**src/rtl/memmap_pkg.sv**
```systemverilog
package memmap_pkg;

  typedef enum logic [1:0] {
    SZ_BYTE = 2'd0,
    SZ_HALF = 2'd1,
    SZ_WORD = 2'd2
  } acc_size_e;

endpackage

```
**src/rtl/mm_remap_flag.sv**
```systemverilog
module mm_remap_flag (
  input  logic clk,
  input  logic rst_n,
  input  logic set_req,
  output logic remapped
);

  logic flag_q;
  logic flag_en;

  always_comb begin
    flag_en = set_req & ~flag_q;
  end

  always_ff @(posedge clk or negedge rst_n) begin
    if (!rst_n) begin
      flag_q <= 1'b0;
    end else if (flag_en) begin
      flag_q <= 1'b1;
    end
  end

  assign remapped = flag_q;

  // a command with data one takes effect on the next cycle
  p_remap_take_r2: assert property (@(posedge clk) disable iff (!rst_n)
    set_req |=> remapped);

  // nothing else sets the flag
  p_remap_hold_r2: assert property (@(posedge clk) disable iff (!rst_n)
    (!remapped && !set_req) |=> !remapped);

  // only reset leaves the remapped state
  p_remap_sticky_r3: assert property (@(posedge clk) disable iff (!rst_n)
    remapped |=> remapped);

endmodule

```
**src/rtl/mm_bank_match.sv**
```systemverilog
module mm_bank_match #(
  parameter int BASE_W   = 12,
  parameter int SZC_W    = 3,
  parameter int MAX_CODE = 4
) (
  input  logic [BASE_W-1:0] addr_hi,
  input  logic              armed,
  input  logic              bank_en,
  input  logic [BASE_W-1:0] base,
  input  logic [SZC_W-1:0]  szc,
  output logic              hit
);

  localparam logic [SZC_W-1:0] CODE_CAP = SZC_W'(MAX_CODE);

  logic [SZC_W-1:0]  code_eff;
  logic [BASE_W-1:0] keep_mask;
  logic [BASE_W-1:0] diff;

  always_comb begin
    code_eff  = (szc > CODE_CAP) ? CODE_CAP : szc;
    keep_mask = {BASE_W{1'b1}} << code_eff;
    diff      = (addr_hi ^ base) & keep_mask;
    hit       = armed & bank_en & (diff == '0);
  end

endmodule

```
**src/rtl/mm_periph_decode.sv**
```systemverilog
module mm_periph_decode
  import memmap_pkg::*;
#(
  parameter int ADDR_W     = 32,
  parameter int REGION_LOG2 = 22,
  parameter int SLOT_LOG2  = 14,
  parameter int INTC_LOG2  = 12
) (
  input  logic                             in_region,
  input  logic [ADDR_W-1:0]                addr,
  input  logic [1:0]                       size,
  output logic [REGION_LOG2-SLOT_LOG2-1:0] slot,
  output logic                             slot_hit,
  output logic                             intc_hit,
  output logic [ADDR_W-1:0]                addr_o,
  output logic [1:0]                       size_o
);

  localparam int SLOT_W = REGION_LOG2 - SLOT_LOG2;
  localparam int INTC_W = REGION_LOG2 - INTC_LOG2;

  logic [INTC_W-1:0] intc_field;

  always_comb begin
    slot       = addr[REGION_LOG2-1:SLOT_LOG2];
    intc_field = addr[REGION_LOG2-1:INTC_LOG2];
    intc_hit   = in_region & (&intc_field);
    // the topmost slot is reserved for the interrupt controller window
    slot_hit   = in_region & ~(&slot);
    if (in_region) begin
      addr_o = {addr[ADDR_W-1:2], 2'b00};
      size_o = SZ_WORD;
    end else begin
      addr_o = addr;
      size_o = size;
    end
  end

  initial begin
    a_slot_fit: assert (SLOT_W > 0 && INTC_W >= SLOT_W);
  end

endmodule

```
**src/rtl/memmap_decode.sv**
```systemverilog
module memmap_decode #(
  parameter int NCS           = 8,
  parameter int ADDR_W        = 32,
  parameter int INT_LOG2      = 22,
  parameter int BOOT_LOG2     = 20,
  parameter int BANK_MIN_LOG2 = 20,
  parameter int BANK_SZC_W    = 3,
  parameter int BANK_MAX_CODE = 4,
  parameter int PSLOT_LOG2    = 14,
  parameter int INTC_LOG2     = 12
) (
  input  logic                                     clk,
  input  logic                                     rst_n,
  input  logic                                     remap_wr,
  input  logic                                     remap_din,
  input  logic                                     acc_valid,
  input  logic [ADDR_W-1:0]                        acc_addr,
  input  logic [1:0]                               acc_size,
  input  logic                                     acc_wr,
  input  logic [NCS-1:0]                           bank_en,
  input  logic [NCS*(ADDR_W-BANK_MIN_LOG2)-1:0]    bank_base,
  input  logic [NCS*BANK_SZC_W-1:0]                bank_szc,
  output logic                                     sel_sram,
  output logic                                     sel_periph,
  output logic [NCS-1:0]                           cs_sel,
  output logic [INT_LOG2-PSLOT_LOG2-1:0]           periph_slot,
  output logic                                     periph_hit,
  output logic                                     intc_hit,
  output logic [ADDR_W-1:0]                        out_addr,
  output logic [1:0]                               out_size,
  output logic                                     out_wr,
  output logic                                     abort
);

  localparam int BASE_W = ADDR_W - BANK_MIN_LOG2;
  localparam int HI_W   = ADDR_W - INT_LOG2;
  localparam int BOOT_W = INT_LOG2 - BOOT_LOG2;

  logic            remapped;
  logic [HI_W-1:0] region_hi;
  logic            low_rgn, per_rgn, ext_rgn;
  logic            boot_hit;
  logic [NCS-1:0]  bank_raw;
  logic [NCS-1:0]  bank_pick;
  logic            slot_hit_w, intc_hit_w;

  mm_remap_flag u_remap (
    .clk      (clk),
    .rst_n    (rst_n),
    .set_req  (remap_wr & remap_din),
    .remapped (remapped)
  );

  always_comb begin
    region_hi = acc_addr[ADDR_W-1:INT_LOG2];
    low_rgn   = (region_hi == '0);
    per_rgn   = &region_hi;
    ext_rgn   = ~low_rgn & ~per_rgn;
    boot_hit  = low_rgn & ~remapped &
                (acc_addr[INT_LOG2-1:BOOT_LOG2] == BOOT_W'(0));
  end

  for (genvar gi = 0; gi < NCS; gi++) begin : g_bank
    mm_bank_match #(
      .BASE_W   (BASE_W),
      .SZC_W    (BANK_SZC_W),
      .MAX_CODE (BANK_MAX_CODE)
    ) u_match (
      .addr_hi (acc_addr[ADDR_W-1:BANK_MIN_LOG2]),
      .armed   (remapped & ext_rgn),
      .bank_en (bank_en[gi]),
      .base    (bank_base[gi*BASE_W +: BASE_W]),
      .szc     (bank_szc[gi*BANK_SZC_W +: BANK_SZC_W]),
      .hit     (bank_raw[gi])
    );
  end

  // lowest-index bank wins when windows overlap
  always_comb begin
    logic taken;
    taken     = 1'b0;
    bank_pick = '0;
    for (int i = 0; i < NCS; i++) begin
      if (bank_raw[i] && !taken) begin
        bank_pick[i] = 1'b1;
        taken        = 1'b1;
      end
    end
  end

  mm_periph_decode #(
    .ADDR_W      (ADDR_W),
    .REGION_LOG2 (INT_LOG2),
    .SLOT_LOG2   (PSLOT_LOG2),
    .INTC_LOG2   (INTC_LOG2)
  ) u_periph (
    .in_region (per_rgn),
    .addr      (acc_addr),
    .size      (acc_size),
    .slot      (periph_slot),
    .slot_hit  (slot_hit_w),
    .intc_hit  (intc_hit_w),
    .addr_o    (out_addr),
    .size_o    (out_size)
  );

  always_comb begin
    sel_sram   = acc_valid & low_rgn & ~boot_hit;
    sel_periph = acc_valid & per_rgn;
    periph_hit = acc_valid & slot_hit_w;
    intc_hit   = acc_valid & intc_hit_w;
    out_wr     = acc_valid & acc_wr;
    abort      = acc_valid & ext_rgn & ~(|bank_raw);
    cs_sel     = '0;
    if (acc_valid) begin
      if (ext_rgn) cs_sel = bank_pick;
      else         cs_sel[0] = boot_hit;
    end
  end

  // regions are exclusive
  p_region_excl_r1: assert property (@(posedge clk) disable iff (!rst_n)
    $countones({sel_sram, sel_periph, |cs_sel}) <= 1);

  // boot window goes to chip select 0 before remap
  p_boot_window_r4: assert property (@(posedge clk) disable iff (!rst_n)
    (!remapped && acc_valid && low_rgn &&
     acc_addr[INT_LOG2-1:BOOT_LOG2] == BOOT_W'(0)) |-> (cs_sel[0] && !sel_sram));

  // no bank answers before remap
  p_no_bank_boot_r5: assert property (@(posedge clk) disable iff (!rst_n)
    (!remapped && acc_valid && ext_rgn) |-> (abort && cs_sel == '0));

  // chip selects never overlap
  p_cs_onehot_r6: assert property (@(posedge clk) disable iff (!rst_n)
    $onehot0(cs_sel));

  // abort only in the external region with nothing selected
  p_abort_ext_r7: assert property (@(posedge clk) disable iff (!rst_n)
    abort |-> (ext_rgn && cs_sel == '0 && !sel_sram && !sel_periph));

  // peripheral accesses are word aligned words
  p_periph_word_r8: assert property (@(posedge clk) disable iff (!rst_n)
    sel_periph |-> (out_addr[1:0] == 2'b00 && out_size == 2'd2 &&
                    out_addr[ADDR_W-1:2] == acc_addr[ADDR_W-1:2]));

  // idle bus selects nothing
  p_idle_quiet_r10: assert property (@(posedge clk) disable iff (!rst_n)
    !acc_valid |-> (!sel_sram && !sel_periph && cs_sel == '0 &&
                    !abort && !out_wr && !periph_hit && !intc_hit));

endmodule

```
**config.mk**
```make
export PLATFORM = sky130hd
export DESIGN_NAME = memmap_decode
export DESIGN_NICKNAME = d
export VERILOG_FILES = /design/src/rtl/memmap_pkg.sv /design/src/rtl/mm_remap_flag.sv /design/src/rtl/mm_bank_match.sv /design/src/rtl/mm_periph_decode.sv /design/src/rtl/memmap_decode.sv
export SDC_FILE = /design/constraint.sdc
export NUM_CORES = 1
export LEC_CHECK = 0
export BUFFER_PORTS_ARGS = -buffer_cell sky130_fd_sc_hd__buf_2
export CAP_MARGIN = 30
export CORE_MARGIN = 1
export CORE_UTILIZATION = 25
export DETAILED_ROUTE_END_ITERATION = 12
export HOLD_SLACK_MARGIN = 0.08
export MAX_ROUTING_LAYER = met4
export PLACE_DENSITY = 0.61
export SETUP_SLACK_MARGIN = 0.15
export SYNTH_ARGS = -nofsm -noshare
export SYNTH_HDL_FRONTEND = slang
export SYNTH_HIERARCHICAL = 1
export SYNTH_SLANG_ARGS = --single-unit
```
**constraint.sdc**
```tcl
create_clock -name clk -period 7.45 [get_ports clk]
set_clock_uncertainty 0.2 [all_clocks]
set_input_delay 1.49 -clock clk [delete_from_list [all_inputs] [get_ports clk]]
set_output_delay 1.49 -clock clk [all_outputs]
set_load 0.03 [all_outputs]
```
==> flow_metrics.tcl <==
set metrics [dict create \
    status "complete, no violations" \
    first_iter_violations 45 \
    maxCapViolCount 0 \
    p_comb_share_pct 96.6 \
    start_kind "input pin" \
    setup_viol 0 \
    grt.total_usage_pct 18.1 \
    grt_first_pass_wirelength_um 10400 \
    fin_crit_ns 5.92 \
    gp_congestion 0.753 \
    crit_arrival_ns 4.23 \
    vias 2273 \
    use_met3_pct 1.79 \
    cts_resized 0 \
    crit_required_ns 5.76 \
    cellLeakagePower_nw 1.24 \
    hold_ws_ns 0.329 \
    final_cells 508 \
    tns_ns 0 \
    ys_seq_area_share_pct 1.37 \
    wl_per_cell_um 14.4 \
    largest_reg_flops 1 \
    swShare_pct 50.1 \
    drc 0 \
    p_seq_share_pct 3.4 \
    fp-row-count 30 \
    slew_violations 0 \
    clkLatencyLatePin_ns 0 \
    io_pins 224 \
    hold_path_class "flop to flop" \
    place_inst 508 \
    rrSetupSlack_ns 6.52 \
    p_per_area_nw_per_um2 61.5 \
    num_antenna_cells 0 \
    clk_pin_slew_ns 0 \
    dpl_worst_slack_ns 1.50 \
    dp_hpwl_um 6520 \
    initial_core_util_pct 26.3 \
    power_switching_w 0.0000825 \
    grt_max_degree 13 \
    vias_per_cell 4.47 \
    core-area_um2 6940 \
    fmax_ghz 0.169 \
    drt_pass1_iterations 6 \
    finalHoldViolations 0 \
    syn_nets 415 \
    wl_um 7340 \
    die_w_um 87.5 \
    post_cts_buffers 0 \
    busiest_layer "met2" \
    die_y_um 87.5 \
    grt_use_met1_pct 22.2 \
    synthCells 247 \
    synth_area_um2 1830 \
    antenna_found_initial 0 \
    relSlewSlack_pct 64.1 \
    yosys_warnings 6 \
    intPower_w 0.0000822 \
    criticalPathCategory "input pin to output pin" \
    setup.worst_path.end_class "output pin" \
    vdd_ir_drop_max_v 0.0000313 \
    cts_hold_buf 0 \
    grt.overflow.total 0 \
    dieArea_um2 7660 \
    fin_ws_ns 1.53 \
    pwr-share-clk_pct 0 \
    yosysUniqueCellTypes 26 \
    finalCritPeriodShare_pct 79.5 \
    antenna_left 0 \
    nets 582 \
    grtUsageMet2_pct 33.3 \
    syn-mean-instance-area_um2 7.41 \
    tightest_slew_ns 0.536 \
    critPathMaxFanout 11 \
    grt_setup_unrepaired "false" \
    first_global_vias 2109 \
    drive_gt1_share_pct 50.2 \
    area_delta_synth_final_pct 46.5 \
    synth-seq-cells 1 \
    portBuffers 203 \
]
-- worst max-delay path, stage by stage --
cell      delay [ns]
buf_2           0.29
nand4_1         0.17
nor3_2          0.44
and3b_2         0.33
nand3_1         0.10
nor3_1          0.06
o21a_1          0.14
nor3_1          0.26
nor3b_1         0.50
and4bb_1        0.26
buf_2           0.19
-- final timing paths --
check	startpoint	end	cells after the start
setup reg to reg	u_remap/remapped	u_remap/remapped	1
hold / removal	u_remap/remapped	u_remap/remapped	1
hold reg to reg	u_remap/remapped	u_remap/remapped	1
setup / recovery	acc_addr[22]	abort	11
max in group asynchronous	rst_n	u_remap/remapped	1
min in group asynchronous	rst_n	u_remap/remapped	1
-- per-layer routing --
layer / vias to the layer above / wire length (um)
met3: 6 / 522
li1: 1160 / -
met4: 0 / 48
met1: 990 / 3080
met5: - / 0
met2: 117 / 3690
-- synth_stat cells --
cell / count / area, um2
a21oi_1: 8 / 40.0
nor3b_1: 2 / 15.0
xor2_1: 8 / 70.1
and2b_1: 1 / 7.51
dfrtp_1: 1 / 25.0
nor2b_1: 2 / 12.5
o21ai_0: 1 / 5.00
nand4b_1: 1 / 8.76
and3_1: 2 / 12.5
nor4_1: 10 / 62.6
o21a_1: 9 / 67.6
nand4_1: 12 / 75.1
buf_4: 38 / 285
nor3_2: 2 / 20.0
xnor2_1: 88 / 771
nand2_1: 2 / 7.51
nor3_1: 18 / 90.1
and3b_2: 1 / 10.0
and4bb_1: 2 / 25.0
or2_1: 2 / 12.5
nand3_1: 18 / 90.1
nor2_1: 9 / 33.8
and2_1: 6 / 37.5
and3b_1: 1 / 8.76
and4b_1: 2 / 20.0
and4bb_4: 1 / 16.3
-- final cells by class --
cell class	count	area, um2
fillers	742	4260
multi-input cells	208	1520
repair buffers	203	1020
well taps	96	120
flip-flops and latches	1	25.0
-- kinds of logic (layout without fill, tap and decap cells) --
group                  Yosys count  in the layout  share of synthesized area, %
flip-flops                       1              1                          1.37
AO/OA/AOI/OAI                   18             18                          6.16
XOR/XNOR                        96             96                          46.0
AND/OR/NAND/NOR                 94             94                          30.9
buffers and inverters           38            203                          15.6
-- power by group through the flow --
stage | Clock (W) | Combinational [W] | Sequential, W
after floorplan | 0 | 0.000102 | 0.00000553
after global routing | 0 | 0.000174 | 0.00000553
after global placement | 0 | 0.000159 | 0.00000553
final | 0 | 0.000159 | 0.00000553
after detailed placement | 0 | 0.000160 | 0.00000553
after CTS | 0 | 0.000161 | 0.00000553
-- cell usage in the layout (no fill, tap or decap), types with 6 or more instances in the layout --
master,n
buf_2,203
xnor2_1,88
nand3_1,18
nor3_1,18
nand4_1,12
nor4_1,10
nor2_1,9
o21a_1,9
a21oi_1,8
xor2_1,8
and2_1,6
-- through the flow --
| step | cell area [um2] | power, W | utilization (%) |
|---|---|---|---|
| 6_report | 2680 | 0.000165 | 38.6 |
| 5_1_grt | 2680 | 0.000180 | 38.6 |
| 4_1_cts | 2680 | 0.000167 | 38.6 |
| 3_5_place_dp | 2680 | 0.000166 | 38.6 |
| 3_3_place_gp | 2680 | 0.000164 | 38.6 |
| 2_1_floorplan | 1830 | 0.000108 | - |
Power figures use the tool's default switching activity.
